**src/rtl/sdt_pkg.sv**
```systemverilog
package sdt_pkg;

    // Controller states of the delta timebase
    typedef enum logic [1:0] {
        ST_IDLE = 2'd0,   // disabled, everything held clear
        ST_ARM  = 2'd1,   // waiting for PTP time to reach the start time
        ST_RUN  = 2'd2    // producing deltas
    } sdt_state_e;

endpackage

```
**src/rtl/sdt_period_meter.sv**
```systemverilog
// Measures tick-versus-PTP drift over each correction period.
module sdt_period_meter #(
    parameter int PTP_W = 48,
    parameter int PER_W = 16,
    parameter int ACC_W = 16
) (
    input  logic                    clk,
    input  logic                    rst_n,
    input  logic                    clear,
    input  logic                    launch,
    input  logic                    run,
    input  logic [PTP_W-1:0]        ptp_time,
    input  logic [PER_W-1:0]        corr_period,
    output logic                    bound,
    output logic signed [ACC_W-1:0] drift
);
    localparam int CNT_W = PER_W + 2;

    logic [PTP_W-1:0] per_start_q;
    logic [CNT_W-1:0] tick_cnt_q;
    logic [PTP_W-1:0] elapsed;
    logic [CNT_W-1:0] ticks_now;

    assign elapsed   = ptp_time - per_start_q;
    assign ticks_now = tick_cnt_q + CNT_W'(1);
    assign bound     = run && (elapsed >= PTP_W'(corr_period));
    // positive drift: more ticks than PTP units, so deltas must lengthen
    assign drift     = $signed(ACC_W'(ticks_now)) - $signed(ACC_W'(elapsed));

    always_ff @(posedge clk or negedge rst_n) begin
        if (!rst_n) begin
            per_start_q <= '0;
            tick_cnt_q  <= '0;
        end else if (clear) begin
            per_start_q <= '0;
            tick_cnt_q  <= '0;
        end else if (launch) begin
            per_start_q <= ptp_time;
            tick_cnt_q  <= '0;
        end else if (run) begin
            if (bound) begin
                per_start_q <= ptp_time;
                tick_cnt_q  <= '0;
            end else begin
                tick_cnt_q  <= ticks_now;
            end
        end
    end

    AST_PERIOD_RESTART: assert property (@(posedge clk) disable iff (!rst_n)
        bound |=> (tick_cnt_q == '0));

    AST_CLEARED_COUNT: assert property (@(posedge clk) disable iff (!rst_n)
        clear |=> (tick_cnt_q == '0 && per_start_q == '0));

endmodule

```
**src/rtl/sdt_delta_pacer.sv**
```systemverilog
// Issues delta strobes and spends the drift accumulator under a slew limit.
module sdt_delta_pacer #(
    parameter int NOM_TICKS  = 25,
    parameter int SLEW_TICKS = 5,
    parameter int ACC_W      = 16
) (
    input  logic                    clk,
    input  logic                    rst_n,
    input  logic                    clear,
    input  logic                    launch,
    input  logic                    run,
    input  logic                    bound,
    input  logic signed [ACC_W-1:0] drift,
    output logic                    strobe
);
    localparam int LEN_W = $clog2(NOM_TICKS + SLEW_TICKS + 1);
    localparam logic signed [ACC_W-1:0] SLEW_S = ACC_W'(SLEW_TICKS);
    localparam logic signed [ACC_W-1:0] NOM_S  = ACC_W'(NOM_TICKS);
    localparam logic signed [ACC_W-1:0] HEAD_S = ACC_W'(1) <<< (ACC_W - 2);

    logic signed [ACC_W-1:0] acc_q, acc_d, step, add_term, sub_term, len_s;
    logic [LEN_W-1:0]        cnt_q, len_q;
    logic                    delta_end, take;

    // slew limit: at most SLEW_TICKS of correction in one delta
    always_comb begin
        if (acc_q > SLEW_S) begin
            step = SLEW_S;
        end else if (acc_q < -SLEW_S) begin
            step = -SLEW_S;
        end else begin
            step = acc_q;
        end
    end

    assign len_s     = NOM_S + step;
    assign delta_end = run && (cnt_q == len_q - LEN_W'(1));
    assign take      = launch || delta_end;
    assign add_term  = bound ? drift : '0;
    assign sub_term  = take ? step : '0;
    assign acc_d     = acc_q + add_term - sub_term;

    always_ff @(posedge clk or negedge rst_n) begin
        if (!rst_n) begin
            acc_q  <= '0;
            cnt_q  <= '0;
            len_q  <= LEN_W'(NOM_TICKS);
            strobe <= 1'b0;
        end else if (clear) begin
            acc_q  <= '0;
            cnt_q  <= '0;
            len_q  <= LEN_W'(NOM_TICKS);
            strobe <= 1'b0;
        end else begin
            strobe <= take;
            if (take) begin
                cnt_q <= '0;
                len_q <= LEN_W'(len_s);
            end else if (run) begin
                cnt_q <= cnt_q + LEN_W'(1);
            end
            if (take || run) begin
                acc_q <= acc_d;
            end
        end
    end

    AST_ACC_HEADROOM: assert property (@(posedge clk) disable iff (!rst_n)
        (acc_q < HEAD_S) && (acc_q > -HEAD_S));

    AST_CLEAR_ACC: assert property (@(posedge clk) disable iff (!rst_n)
        clear |=> (acc_q == '0 && !strobe));

endmodule

```
**src/rtl/sdt_timebase.sv**
```systemverilog
// Top: start-time controller plus drift meter and delta pacer.
module sdt_timebase
    import sdt_pkg::*;
#(
    parameter int PTP_W      = 48,
    parameter int PER_W      = 16,
    parameter int NOM_TICKS  = 25,
    parameter int SLEW_TICKS = 5,
    parameter int ACC_W      = 16
) (
    input  logic             clk,
    input  logic             rst_n,
    input  logic             enable,
    input  logic [PTP_W-1:0] ptp_time,
    input  logic [PTP_W-1:0] sched_start,
    input  logic [PER_W-1:0] corr_period,
    output logic             delta_strobe,
    output logic             start_pulse
);
    localparam int GAP_W = $clog2(NOM_TICKS + SLEW_TICKS + 2) + 1;

    sdt_state_e              state_q, state_d;
    logic                    launch, run, clear, bound;
    logic signed [ACC_W-1:0] drift;

    assign clear  = !enable;
    assign launch = (state_q == ST_ARM) && enable && (ptp_time >= sched_start);
    assign run    = (state_q == ST_RUN) && enable;

    // state register
    always_ff @(posedge clk or negedge rst_n) begin
        if (!rst_n) begin
            state_q <= ST_IDLE;
        end else begin
            state_q <= state_d;
        end
    end

    // next-state logic
    always_comb begin
        state_d = state_q;
        unique case (state_q)
            ST_IDLE: if (enable) state_d = ST_ARM;
            ST_ARM: begin
                if (!enable) begin
                    state_d = ST_IDLE;
                end else if (ptp_time >= sched_start) begin
                    state_d = ST_RUN;
                end
            end
            ST_RUN:  if (!enable) state_d = ST_IDLE;
            default: state_d = ST_IDLE;
        endcase
    end

    // outputs
    always_ff @(posedge clk or negedge rst_n) begin
        if (!rst_n) begin
            start_pulse <= 1'b0;
        end else begin
            start_pulse <= launch;
        end
    end

    sdt_period_meter #(
        .PTP_W (PTP_W),
        .PER_W (PER_W),
        .ACC_W (ACC_W)
    ) u_meter (
        .clk         (clk),
        .rst_n       (rst_n),
        .clear       (clear),
        .launch      (launch),
        .run         (run),
        .ptp_time    (ptp_time),
        .corr_period (corr_period),
        .bound       (bound),
        .drift       (drift)
    );

    sdt_delta_pacer #(
        .NOM_TICKS  (NOM_TICKS),
        .SLEW_TICKS (SLEW_TICKS),
        .ACC_W      (ACC_W)
    ) u_pacer (
        .clk    (clk),
        .rst_n  (rst_n),
        .clear  (clear),
        .launch (launch),
        .run    (run),
        .bound  (bound),
        .drift  (drift),
        .strobe (delta_strobe)
    );

    // spacing observer for the strobe-gap assertion
    logic [GAP_W-1:0] gap_q;
    always_ff @(posedge clk or negedge rst_n) begin
        if (!rst_n) begin
            gap_q <= '0;
        end else if (!enable) begin
            gap_q <= '0;
        end else if (delta_strobe) begin
            gap_q <= GAP_W'(1);
        end else if (gap_q != '0 && gap_q != '1) begin
            gap_q <= gap_q + GAP_W'(1);
        end
    end

    AST_GAP_RANGE: assert property (@(posedge clk) disable iff (!rst_n)
        (delta_strobe && !start_pulse && gap_q != '0) |->
        (gap_q >= GAP_W'(NOM_TICKS - SLEW_TICKS) && gap_q <= GAP_W'(NOM_TICKS + SLEW_TICKS)));

    AST_START_ONE_CYCLE: assert property (@(posedge clk) disable iff (!rst_n)
        start_pulse |=> !start_pulse);

    AST_START_WITH_STROBE: assert property (@(posedge clk) disable iff (!rst_n)
        start_pulse |-> delta_strobe);

    AST_START_AT_TIME: assert property (@(posedge clk) disable iff (!rst_n)
        start_pulse |-> $past(ptp_time >= sched_start));

    AST_OFF_QUIET: assert property (@(posedge clk) disable iff (!rst_n)
        !enable |=> (!delta_strobe && !start_pulse));

    AST_SINGLE_START: assert property (@(posedge clk) disable iff (!rst_n)
        ($past(state_q) == ST_RUN && state_q == ST_RUN) |-> !start_pulse);

endmodule

```
**config.mk**
```make
export PLATFORM = sky130hd
export DESIGN_NAME = sdt_timebase
export DESIGN_NICKNAME = d
export VERILOG_FILES = /design/src/rtl/sdt_pkg.sv /design/src/rtl/sdt_period_meter.sv /design/src/rtl/sdt_delta_pacer.sv /design/src/rtl/sdt_timebase.sv
export SDC_FILE = /design/constraint.sdc
export NUM_CORES = 1
export LEC_CHECK = 0
export BUFFER_PORTS_ARGS = -buffer_cell sky130_fd_sc_hd__buf_4
export CAP_MARGIN = 20
export CELL_PAD_IN_SITES_DETAIL_PLACEMENT = 1
export CELL_PAD_IN_SITES_GLOBAL_PLACEMENT = 1
export CORE_UTILIZATION = 35
export CTS_CLUSTER_SIZE = 30
export DETAILED_ROUTE_END_ITERATION = 7
export GPL_TIMING_DRIVEN = 0
export MAX_ROUTING_LAYER = met4
export PLACE_DENSITY_LB_ADDON = 0.15
export SETUP_SLACK_MARGIN = 0.05
export SLEW_MARGIN = 20
export SYNTH_ARGS = -nofsm -noshare
export SYNTH_HDL_FRONTEND = slang
export SYNTH_SLANG_ARGS = --single-unit
```
**constraint.sdc**
```tcl
create_clock -name clk -period 13.4 [get_ports clk]
set_input_delay 2.01 -clock clk [delete_from_list [all_inputs] [get_ports clk]]
set_output_delay 2.01 -clock clk [all_outputs]
set_load 0.01 [all_outputs]
```
# After elaboration in Yosys (flattened, before gate mapping)
# Cells that the tools add are included.
# word_totals
n_memories	0
out_inout_bits	2
in_bits	115
mem_bits_rw	0
elab_cells	66
reg_bits	96
rom_bits	0
latchBits	0
# op_classes
addsub	8
shift	0
magnitude_cmp	4
multipliers	0
n_reduce_logical	10
mux	25
div_mod_pow	0
bitwise	0
eq_ne	11
# ops
operator	count
48-bit 2-to-1 mux	4
16-bit 2-to-1 mux	6
18-bit 2-to-1 mux	4
48-bit by 16-bit greater-or-equal comparator with 1-bit output	1
48-bit greater-or-equal comparator	1
48-bit subtractor	1
16-bit subtractor	2
5-bit 2-to-1 mux	5
18-bit by 1-bit adder with 18-bit output (second input constant)	1
16-bit adder	1
16-bit by 4-bit > comparator with 1-bit output (second input constant)	1
16-bit by 4-bit less-than comparator with 1-bit output (second input constant)	1
3-bit by 1-bit inequality test with 1-bit output (second input constant)	3
2-bit 2-to-1 mux	4
2-bit case mux with 3 select lines	1
4-bit by 5-bit adder with 5-bit output (first input constant)	1
5-bit by 1-bit adder with 5-bit output (second input constant)	1
5-bit == test	1
1-bit logical AND	5
5-bit by 1-bit subtractor with 5-bit output (second input constant)	1
2-bit by 1-bit inequality test with 1-bit output (second input constant)	2
2-bit inequality test (second input constant)	2
3-bit by 2-bit inequality test with 1-bit output (second input constant)	1
3-bit AND reduction	1
6 further kinds	7

# Logic depth before layout (Yosys ltp)
# Gate-level depths: netlist (run 1).
# logic_depth
ltp_word	8
ltp_mapped	39
depth_no_buf	37

# Modules after synthesis
# From an unflattened synthesis (run 1), not the netlist that was laid out.
# unflattened
hier_cells	1506
hier_area_um2	11882.6
# modules_own_cells
module	area_each_um2	cells_each	seq_area_each_um2	instances
sdt_period_meter	7825.0	1006	1601.5	1
sdt_delta_pacer	2667.6	313	679.4	1
sdt_timebase	1390.1	187	75.1	1

# Worst setup path after synthesis (run 1)
# Ideal clock, no wire load.
# synth_path
path_kind	input to register
startpoint	input port ptp_time[4]
endpoint	register u_pacer.acc_q[15]
arrival_time_ps	9009
setup_slack_ps	4261
required_ps	13270
setup_time_ps	130
stages	36
cell_sequence	ha_1 > a21o_1 > or3_1 > o22a_1 > buf_2 > o21ai_4 > xnor2_1 > ha_1 > a21o_1 > a21oi_1 > o22ai_1 > nor4_1 > nand4_1 > nor4b_1 > nand4_1 > or4b_1 > or4b_4 > and2_0 > clkbuf_1 > clkbuf_1 > nand2_1 > fa_1 > inv_1 > ha_1 > a211o_1 > o211ai_1 > a211oi_1 > nor2_1 > a211o_1 > o21ai_0 > a31oi_1 > or2_2 > a211o_1 > nand2_1 > xnor2_1 > o22ai_1
# synth_via
elab_chain_len	8
elab_cells_between_ends	15
classes_between	add/sub (4); order compare (2); eq/ne (1); mux (4); reduce/logical (4)
# synth_lines
item	line	text
start: declaration	sdt_timebase.sv:14	input logic [PTP_W-1:0] ptp_time,
48-bit subtractor	sdt_period_meter.sv:24	assign elapsed = ptp_time - per_start_q;
48-bit by 16-bit greater-or-equal comparator with 1-bit output	sdt_period_meter.sv:26	assign bound = run && (elapsed >= PTP_W'(corr_period));
1-bit logical AND	sdt_period_meter.sv:26	
16-bit 2-to-1 mux	sdt_delta_pacer.sv:39	assign add_term = bound ? drift : '0;
16-bit adder	sdt_delta_pacer.sv:41	assign acc_d = acc_q + add_term - sub_term;
16-bit subtractor	sdt_delta_pacer.sv:41	
16-bit 2-to-1 mux	sdt_delta_pacer.sv:62	if (take || run) begin
16-bit 2-to-1 mux	sdt_delta_pacer.sv:49	end else if (clear) begin
end signal: assignment	sdt_delta_pacer.sv:45	acc_q <= '0;
end signal: assignment	sdt_delta_pacer.sv:50	acc_q <= '0;
end signal: assignment	sdt_delta_pacer.sv:63	acc_q <= acc_d;
end: declaration	sdt_delta_pacer.sv:21	logic signed [ACC_W-1:0] acc_q, acc_d, step, add_term, sub_term, len_s;
# Several ways; a longest one is shown, not always the timed one. The select of a mux whose other input is x is not followed.
# A chain may end at the register's enable or synchronous reset.

# Worst setup path after layout (run 1)
# layout_path
startpoint	input port ptp_time[0]
endpoint	register u_pacer.acc_q[15]
# Same word-level chain as after synthesis.

==> results of run 1 <==
-- path summary, 6_finish.rpt --
path | start | end | slack [ps] | cells past startpoint
max in group asynchronous | rst_n | u_meter.per_start_q[10] | 10970 | 1
worst max-delay path | ptp_time[0] | u_pacer.acc_q[15] | 2630 | 39
worst min-delay path | u_pacer.len_q[4] | u_pacer.len_q[4] | 520 | 2
worst min register to register | u_pacer.len_q[4] | u_pacer.len_q[4] | 520 | 2
worst max register to register | u_meter.per_start_q[0] | u_pacer.acc_q[15] | 4090 | 37
min in group asynchronous | rst_n | u_pacer.strobe | 1730 | 1
-- area by class of cell --
cell class / count / share of cell area
Antenna cell: 1 / 0.000193
Buffer: 62 / 0.0212
Clock buffer: 9 / 0.0174
Clock inverter: 7 / 0.00696
Inverter: 201 / 0.0583
Multi-Input combinational cell: 1119 / 0.608
Sequential cell: 94 / 0.182
Tap cell: 402 / 0.0388
Timing Repair Buffer: 116 / 0.0675
-- cells by family (layout without fill, tap and decap cells) --
| kind of cell | count (synthesis) | count (layout) |
|---|---|---|
| AND/OR/NAND/NOR | 435 | 435 |
| other | 0 | 1 |
| AO/OA/AOI/OAI | 431 | 431 |
| buffers and inverters | 263 | 395 |
| multiplexers | 8 | 8 |
| adder cells (fa/ha/maj) | 164 | 164 |
| XOR/XNOR | 81 | 81 |
| flip-flops | 94 | 94 |
-- metal layers --
layer | wire length, um | GRT usage | part of all wire
met4 | 973 | 0.0705 | 0.025
met2 | 18600 | 0.416 | 0.48
met5 | 0 | - | 0
met3 | 1210 | 0.0310 | 0.032
met1 | 17700 | 0.310 | 0.46
-- cells in the mapped netlist (all sizes together) (15+ instances only) --
master / n
inv: 201
ha: 147
o21ai: 144
nand2: 102
a21oi: 98
dfrtp: 91
nand3: 91
nor2: 83
xnor2: 45
xor2: 36
nand4: 33
buf: 31
clkbuf: 31
a211oi: 29
o21a: 26
a21o: 25
nor3: 24
fa: 17
and3: 15
nand2b: 15
-- sequential cells by signal, indices dropped and copies added (netlist names) --
signal and cells:
u_pacer.cnt_q 5, u_pacer.acc_q 16, u_pacer.strobe 1, u_pacer.len_q 5, u_meter.tick_cnt_q 16, u_meter.per_start_q 48
start_pulse 1, state_q 2
-- cells in the final DEF (no fill, tap or decap), drive strengths merged, types with 12 or more instances in the layout --
cell type    n
nand4       33
a21o        25
and3        15
a211oi      29
o211ai      12
nor4        12
buf        147
inv        204
xor2        36
fa          17
o21a        26
nor3        24
dfrtp       91
a21oi       98
o21ai      144
nand2b      15
nand3       91
clkbuf      40
a31oi       12
ha         147
nand2      102
nor2        83
xnor2       45
-- power groups by stage --
stage | Clock [W] | Sequential (W) | Combinational (W)
6_report | 0.000291 | 0.000341 | 0.000943
5_1_grt | 0.000310 | 0.000345 | 0.00106
4_1_cts | 0.000296 | 0.000342 | 0.000943
3_5_place_dp | 0 | 0.000347 | 0.000934
3_3_place_gp | 0 | 0.000346 | 0.000911
2_1_floorplan | 0 | 0.000340 | 0.000668
-- worst reg2reg max path, delay by kind of cell (launching register included) --
family | cells | cell delay, ps
xor+xnor | 2 | 340
simple gates | 13 | 3130
compound gates | 13 | 3230
fa+ha+maj | 5 | 1590
flops | 1 | 370
buf+inv | 4 | 510
-- stage by stage --
stage,utilization,hold slack [ps]
finish,0.410,517
global placement,0.400,479
detailed placement,0.400,506
floorplan,-,469
global route,0.410,538
CTS,0.410,524
==> results_dict.tcl, run 1 <==
set metrics [dict create \
    run_status "finished, final reports clean" \
    synthDistinctLibCells 77 \
    critPathTopFamily "compound AO/OA/AOI/OAI gates" \
    cpMaxStageDelayCell "sky130_fd_sc_hd__or4b_4" \
    critPathArrivalTime_ps 11010 \
    synth_top_family_by_area "compound AO/OA/AOI/OAI gates" \
    cellPowerDensity_nw_per_um2 122 \
    slew_viol_final 0 \
    cap_viol_max_count 0 \
    die_area_sq_um 32900 \
    comb_power_share 0.599 \
    first_global_vias 11700 \
    period_utilization 0.804 \
    core_area_sq_um 31600 \
    area.growth.synth_to_final_pct 15.1 \
    setup_repair_after_global_routing_missed_its_margin "false" \
    detailedRoute.firstIterationViolations 578 \
    top_cells_by_area_in_the_synthesized_netlist "sky130_fd_sc_hd__dfrtp_1, sky130_fd_sc_hd__ha_1, sky130_fd_sc_hd__inv_1" \
    power_frac_clock 0.184 \
    wl_mm 38.4 \
    p_leak_nw 6.13 \
    synth_enable_flop_cells 0 \
    timing.fmax_ghz 0.0928 \
    worst_case_setup_margin_in_the_final_layout_ps 2630 \
    timing.setup.tns_ps 0 \
    h-tree-depth 3 \
    p_int_w 0.000836 \
    post_synth_xor_area_fraction 0.0630 \
    startpoint_type "primary input" \
    grt_pass1_wl_mm 62.4 \
    vias_per_cell 5.58 \
    floorplan.initialDensity 0.357 \
    die-height_um 181 \
    pwr-share-seq 0.217 \
    synth-adder-area-share 0.194 \
    cts-root-to-sink-buffers 2 \
    postSynthRegisterBits 94 \
    grt_util_all_layers 0.247 \
    synth_compound_gate_area_share 0.241 \
    num_rows 65 \
    criticalPathCategory "in -> reg" \
    drt.antenna.violating_nets 0 \
    synth.yosys.seq_area_share 0.209 \
    place_ws_ps 2410 \
    cts_made_buffers 9 \
    multi_input_comb_area_sq_um 7870 \
    syn_inst 1476 \
    cts_setup_buffers 0 \
    worstSetupEndpointType "flop" \
    yosys_most_used_dff "sky130_fd_sc_hd__dfrtp_1" \
    slew_headroom 0.354 \
    synth_area_sq_um 11300 \
    postSynthNetCount 1755 \
    floorplan.die.width_um 181 \
    worst_hold_path_type "reg -> reg" \
    worst-path-buf-inv 6 \
    layout-drive-gt1-share 0.110 \
    dpl-instance-area_sq_um 12600 \
    yosysTopAreaCell "sky130_fd_sc_hd__dfrtp_1" \
    clk_latency_ps 370 \
    finish.net_count 1882 \
    finalHoldViolations 0 \
    finalNonFillerCells 2011 \
    cells_after_dpl 1994 \
    io_pins 117 \
    route.detailed.drc 0 \
    gpl.final_weighted_congestion 0.935 \
    wl_per_cell_um 19.1 \
    gr-total-overflow 0 \
    report.power.total_w 0.00158 \
    num_clock_sinks 94 \
    setup_violations 0 \
    layout.area.seq_sq_um 2360 \
    finalClockSkew_ps 17.2 \
    power.switching_fraction 0.469 \
    cell_chosen_for_the_clock_root "sky130_fd_sc_hd__clkbuf_16" \
    synth.mux.area_fraction 0.00756 \
    period_needed_ps 10770 \
    timing_worst_slew_pin_value_ps 969 \
    async_flop_share 1.00 \
    max_rail_drop_vdd_uv 61.8 \
    clk_transition_reported_paths_ps 80 \
    final_area_sq_um 12900 \
    worst_ep_required_time_ps 13640 \
    holdBufCountCts 0 \
    place.port_buffers 116 \
    crit_path_max_incr_delay_ps 570 \
    syn-mean-instance-area_sq_um 7.62 \
    yosys.area_share.simple 0.194 \
    dp.final_hpwl_mm 31.8 \
    cts_repair_resize_count 0 \
    dr_total_vias 11200 \
    yosys_warn_count 0 \
    tritoncts "built" \
    first_pass_iters 4 \
    net_switching_power_w 0.000739 \
    synth_top_area_share 0.202 \
    grt_max_degree 95 \
    crit_fanout 10 \
    grt_antenna_before_repair 1 \
    nFillCells 3937 \
]
(Power assumes the default switching activity.)
==> inputs of run 2 (changes only) <==
- clock period: 13.4 -> 10.25 ns (I/O delays scaled with it)
==> run 2 against run 1 <==
Wire length grew 0.15%. Clock-buffer cell count is the same. Sequential cell count is the same. Via count shrank 0.21%. Sequential share of layout area shrank 0.093 points. Largest cell class unchanged. Critical path type unchanged.
==> results_dict.tcl, run 2 (same netlist as run 1, synthesis figures left out) <==
set metrics [dict create \
    run_status "finished, final reports clean" \
    floorplan.initialDensity 0.357 \
    cellPowerDensity_nw_per_um2 160 \
    place.port_buffers 116 \
    worst-r2r-setup-slack_ps 1550 \
    startpoint_type "primary input" \
    top_register "u_meter.per_start_q" \
    cts-root-to-sink-buffers 2 \
    criticalPathCategory "in -> reg" \
    num_clock_sinks 94 \
    largest_reg_flops 48 \
    vias_per_cell 5.57 \
    period_needed_ps 9620 \
    setup_repair_after_global_routing_missed_its_margin "false" \
    worst-r2r-cell-count 37 \
    cpMaxStageDelayCell "sky130_fd_sc_hd__or4b_4" \
    io_pins 117 \
    wl_mm 38.5 \
    clk_transition_reported_paths_ps 80 \
    first_global_vias 11700 \
    dr_total_vias 11200 \
    cell_chosen_for_the_clock_root "sky130_fd_sc_hd__clkbuf_16" \
    worst_hold_path_type "reg -> reg" \
    worst_case_setup_margin_in_the_final_layout_ps 631 \
    cts_made_buffers 9 \
    gr-total-overflow 0 \
    slew_viol_final 0 \
    die_area_sq_um 32900 \
    grt_antenna_before_repair 1 \
    floorplan.die.width_um 181 \
    final_common_cell "sky130_fd_sc_hd__inv_1" \
    setup_violations 0 \
    critical_path.startpoint "ptp_time[4]" \
    wl_per_cell_um 19.1 \
    tritoncts "built" \
    grt_max_degree 95 \
    timing_worst_slew_pin_value_ps 979 \
    layout-drive-gt1-share 0.117 \
    finish.net_count 1881 \
    nFillCells 3936 \
    drt.antenna.violating_nets 0 \
    dp.final_hpwl_mm 31.8 \
    grt_util_all_layers 0.247 \
    cells_after_dpl 1994 \
    worstReg2RegEnd "u_pacer.acc_q[15]" \
    detailedRoute.firstIterationViolations 594 \
    worst_setup_path_end "u_pacer.acc_q[15]" \
    h-tree-depth 3 \
    finalNonFillerCells 2010 \
    critical_path.reg2reg.startpoint "u_meter.per_start_q[4]" \
    core_area_sq_um 31600 \
    die-height_um 181 \
    slew_headroom 0.347 \
    max_rail_drop_vdd_uv 80.6 \
    first_pass_iters 4 \
    period_utilization 0.938 \
    crit_path_max_incr_delay_ps 570 \
    finalClockSkew_ps 19.1 \
    grt_pass1_wl_mm 62.4 \
    crit_fanout 10 \
    gpl.final_weighted_congestion 0.935 \
    worstSetupEndpointType "flop" \
    num_rows 65 \
    timing.fmax_ghz 0.104 \
    area.growth.synth_to_final_pct 15.7 \
    cap_viol_max_count 0 \
    layout_top_registers "u_meter.per_start_q x48, u_meter.tick_cnt_q x16, u_pacer.acc_q x16" \
    clk_latency_ps 370 \
    place_ws_ps -266 \
    finalHoldViolations 0 \
    worst_ep_required_time_ps 10490 \
    layout.cells.most_common_list "sky130_fd_sc_hd__inv_1, sky130_fd_sc_hd__ha_1, sky130_fd_sc_hd__buf_4" \
    p_leak_nw 6.15 \
    route.detailed.drc 0 \
    critPathArrivalTime_ps 9850 \
]
==> run 2: cell types whose count changed in the layout (fill, tap and decap cells not counted), moves of 2 or more <==
cell and delta:
sky130_fd_sc_hd__xnor2_1 -2, sky130_fd_sc_hd__o21ai_1 -2, sky130_fd_sc_hd__a211oi_2 +2, sky130_fd_sc_hd__clkbuf_1 -3, sky130_fd_sc_hd__xnor2_2 +2, sky130_fd_sc_hd__o21ai_2 +3
sky130_fd_sc_hd__a211oi_1 -2
==> run 2: worst min-delay path by stage <==
| stage | start | to | slack (ps) | cells past startpoint |
|---|---|---|---|---|
| final | u_pacer.len_q[4] | u_pacer.len_q[4] | 520 | 2 |
| after global routing | u_pacer.len_q[4] | u_pacer.len_q[4] | 540 | 2 |
| after CTS | u_pacer.len_q[4] | u_pacer.len_q[4] | 520 | 2 |
| after detailed placement | u_meter.tick_cnt_q[15] | u_meter.tick_cnt_q[15] | 510 | 1 |
| after global placement | u_meter.tick_cnt_q[15] | u_meter.tick_cnt_q[15] | 480 | 1 |
| after floorplan | u_meter.tick_cnt_q[15] | u_meter.tick_cnt_q[15] | 470 | 1 |
==> run 2: layout make-up <==
| type | instances | area (sq um) | share of cell area |
|---|---|---|---|
| diodes | 1 | 2.50 | 0.000192 |
| inverters | 201 | 754 | 0.0580 |
| flip-flops and latches | 94 | 2360 | 0.181 |
| clock inverters | 7 | 90.1 | 0.00692 |
| multi-input cells | 1119 | 7930 | 0.610 |
| clock buffers | 9 | 225 | 0.0173 |
| well taps | 402 | 503 | 0.0386 |
| repair buffers | 117 | 882 | 0.0678 |
| plain buffers | 60 | 268 | 0.0206 |
==> run 2: power breakdown <==
group          total [W]  switching (W)  leakage, nW  internal [W]
Sequential      0.000446      0.0000301         1.24      0.000416
Combinational    0.00125       0.000764         4.77      0.000489
Clock           0.000382       0.000186        0.147      0.000196
Total            0.00208       0.000981         6.15       0.00110
==> run 2: what timing repair did <==
| action | 4_1_cts | 5_1_grt |
|---|---|---|
| setup endpoints to repair | 0 | 3 |
| buffers inserted | 0 | 1 |
| resized for setup | 0 | 14 |
| hold buffers | 0 | 0 |
==> run 2: through the flow <==
stage,util,total power (W),hold WS (ps),TNS (ps),area [sq um]
finish,0.412,0.00208,518,0,13000
global route,0.412,0.00226,538,0,13000
CTS,0.410,0.00207,524,0,12900
detailed placement,0.400,0.00167,506,-266,12600
global placement,0.400,0.00164,479,-163,12600
floorplan,-,0.00132,469,0,11300
==> run 2: critical path: cells and delay by family <==
family	cells	cell delay (ps)
AOI/OAI and AO/OA	14	2910
xor gates and xnor gates	2	420
adders and majority gates	4	1300
buffers and inverters	5	760
and+or+nand+nor	12	2890
==> run 2: per-layer routing <==
metal / global-route usage / share of wire / wire, um / vias up
met2: 0.416 / 0.48 / 18600 / 171
met1: 0.310 / 0.46 / 17800 / 5501
met4: 0.0705 / 0.025 / 956 / 0
li1: - / - / - / 5482
met3: 0.0310 / 0.029 / 1110 / 51
met5: - / 0 / 0 / -
==> inputs of run 3 (changes only) <==
- SYNTH_HIERARCHICAL: not set -> 1
==> run 3 against run 2 <==
Final cell count is 4.0% higher. Largest power group unchanged. Largest cell class unchanged. Power is 0.49% lower. Clock power is 6.5% lower. Global-route usage is 1.9 points lower. Sequential power is 3% higher. Die area is 5.5% higher. Fmax hardly changed. Critical path depth is 3 lower. Sequential cell count stayed put. Sequential share of layout area is 0.89 points lower. Design area is 5.2% higher. Wire length is 3.6% lower.
==> results_dict.tcl, run 3 <==
set metrics [dict create \
    gr-total-overflow 0 \
    top_cells_by_area_in_the_synthesized_netlist "sky130_fd_sc_hd__dfrtp_1, sky130_fd_sc_hd__ha_1, sky130_fd_sc_hd__inv_1" \
    slew_viol_final 0 \
    syn-mean-instance-area_sq_um 7.89 \
    die-height_um 186 \
    detailedRoute.firstIterationViolations 569 \
    async_flop_share 1.00 \
    wl_per_cell_um 17.7 \
    grt_antenna_before_repair 1 \
    timing.fmax_ghz 0.104 \
    period_utilization 0.939 \
    layout_top_registers "u_meter/per_start_q x48, u_meter/tick_cnt_q x16, u_pacer/acc_q x16" \
    drt.antenna.violating_nets 0 \
    finish.net_count 1916 \
    holdBufCountCts 0 \
    criticalPathCategory "in -> reg" \
    pwr-share-seq 0.222 \
    wl_mm 37.1 \
    setup_violations 0 \
    yosys_most_used_dff "sky130_fd_sc_hd__dfrtp_1" \
    vias_per_cell 5.33 \
    timing.hold.ws_ps 525 \
    setup_repair_after_global_routing_missed_its_margin "false" \
    die_area_sq_um 34700 \
    yosys_warn_count 6 \
    synth.yosys.seq_area_share 0.198 \
    grt_util_all_layers 0.228 \
    critPathArrivalTime_ps 9890 \
    num_clock_sinks 94 \
    comb_power_share 0.606 \
    finalHoldViolations 0 \
    io_pins 117 \
    yosys.cell_count.top_type "sky130_fd_sc_hd__inv_1" \
    postSynthRegisterBits 94 \
    largest_reg_flops 48 \
    dr_total_vias 11100 \
    layout-drive-gt1-share 0.130 \
    cellPowerDensity_nw_per_um2 151 \
    route.detailed.drc 0 \
    floorplan.die.width_um 186 \
    synthDistinctLibCells 93 \
    synth_top_area_share 0.192 \
    crit_path_max_incr_delay_ps 560 \
    worstSetupEndpointType "flop" \
    crit_fanout 10 \
    max_rail_drop_vdd_uv 84.9 \
    synth_enable_flop_cells 0 \
    cpMaxStageDelayCell "sky130_fd_sc_hd__or4_1" \
    grt_pass1_wl_mm 60.0 \
    timing_worst_slew_pin_value_ps 1100 \
    cts-root-to-sink-buffers 2 \
    tritoncts "built" \
    first_pass_iters 5 \
    dp.final_hpwl_mm 30.8 \
    period_needed_ps 9630 \
    worst_ep_required_time_ps 10510 \
    first_global_vias 11300 \
    grt_max_degree 95 \
    synth_area_sq_um 11900 \
    finalCoreUtilization 0.409 \
    yosysTopAreaCell "sky130_fd_sc_hd__dfrtp_1" \
    startpoint_type "primary input" \
    area.growth.synth_to_final_pct 15.2 \
    worst_hold_path_type "reg -> reg" \
    top_register "u_meter/per_start_q" \
    net_switching_power_w 0.000954 \
    clk_transition_reported_paths_ps 80 \
    power.switching_fraction 0.461 \
    syn_inst 1506 \
    cts_made_buffers 9 \
    clk_latency_ps 370 \
    layout.cells.most_common_list "sky130_fd_sc_hd__inv_1, sky130_fd_sc_hd__ha_1, sky130_fd_sc_hd__nand2_1" \
    power_frac_clock 0.172 \
    cap_viol_max_count 0 \
    cell_chosen_for_the_clock_root "sky130_fd_sc_hd__clkbuf_16" \
    postSynthNetCount 1785 \
    run_status "finished, final reports clean" \
    diodes 0 \
    final_common_cell "sky130_fd_sc_hd__inv_1" \
    num_rows 67 \
    slew_headroom 0.265 \
    floorplan.initialDensity 0.355 \
    gpl.final_weighted_congestion 0.889 \
    core_area_sq_um 33400 \
    finalClockSkew_ps 11.2 \
    place.port_buffers 116 \
    p_leak_nw 6.57 \
    p_int_w 0.00112 \
    synth.cells.most_frequent "sky130_fd_sc_hd__inv_1, sky130_fd_sc_hd__ha_1, sky130_fd_sc_hd__nand2_1" \
    h-tree-depth 3 \
]
[run 3: cell count changes after synthesis, sizes merged, moves of 10 or more]
cell	change
o21a	-14
a211oi	-13
o21ai	-69
mux2i	+50
nand2	+36
o22ai	-10
nand3	-51
o31ai	+10
buf	-10
nand2b	+42
[run 3: critical path, delay by kind of cell]
| kind | cells | cell delay, ps |
|---|---|---|
| AO/OA/AOI/OAI | 12 | 2840 |
| adder cells (fa/ha/maj) | 5 | 1610 |
| buffers and inverters | 5 | 610 |
| XOR/XNOR | 2 | 480 |
| AND/OR/NAND/NOR | 10 | 2790 |
[run 3: cell type report]
class,instances,area [sq um]
multi-input cells,1151,8490
inverters,210,816
flip-flops and latches,94,2360
clock buffers,11,253
clock inverters,5,42.5
plain buffers,51,269
repair buffers,120,901
fillers,4058,19800
well taps,448,561
[run 3: repair_timing]
action | in CTS | in global routing
pin swaps | 0 | 3
endpoints found under the setup margin | 5 | 8
endpoints found under the hold margin | 0 | 0
setup buffers | 0 | 3
resized for setup | 3 | 10
cloned | 0 | 0
[run 3: cells by family after synthesis]
kind of cell | after synthesis | share of synthesized area
xor+xnor | 79 | 0.0594
fa+ha+maj | 164 | 0.183
buf+inv | 261 | 0.0910
compound gates | 355 | 0.202
mux | 57 | 0.0483
simple gates | 496 | 0.218
flops | 94 | 0.198
[run 3: final timing paths]
| check | endpoint | cells past startpoint | startpoint | slack, ps |
|---|---|---|---|---|
| setup / recovery | u_pacer/acc_q[15] | 34 | ptp_time[0] | 620 |
| hold / removal | u_meter/per_start_q[0] | 1 | u_meter/per_start_q[0] | 520 |
| setup reg to reg | u_pacer/acc_q[15] | 32 | u_meter/per_start_q[0] | 1640 |
| hold reg to reg | u_meter/per_start_q[0] | 1 | u_meter/per_start_q[0] | 520 |
| max in group asynchronous | u_meter/per_start_q[28] | 1 | rst_n | 8270 |
| min in group asynchronous | u_pacer/acc_q[1] | 1 | rst_n | 1220 |
[run 3: per-layer routing]
layer,GRT usage,part of all wire,vias to the layer above
met4,0.0554,0.016,0
met5,-,0,-
met3,0.0239,0.025,39
met2,0.361,0.45,169
li1,-,-,5561
met1,0.310,0.51,5367
[run 3: metrics by stage]
| step | power, W | worst slack [ps] | setup TNS (ps) | cell area [sq um] | std cells |
|---|---|---|---|---|---|
| 2_1_floorplan | 0.00135 | 1400 | 0 | 11900 | 1506 |
| 3_3_place_gp | 0.00165 | -652 | -2380 | 13300 | 2070 |
| 3_5_place_dp | 0.00168 | -715 | -2790 | 13300 | 2071 |
| 4_1_cts | 0.00206 | 129 | 0 | 13600 | 2087 |
| 5_1_grt | 0.00227 | 45.5 | 0 | 13700 | 2090 |
| 6_report | 0.00207 | 624 | 0 | 13700 | 2090 |
[run 3: power by group through the flow]
stage          sequential (W)  clock (W)  combinational, W
3_3_place_gp         0.000465          0           0.00119
5_1_grt              0.000467   0.000386           0.00141
6_report             0.000460   0.000357           0.00126
3_5_place_dp         0.000467          0           0.00122
2_1_floorplan        0.000453          0          0.000897
4_1_cts              0.000460   0.000372           0.00123
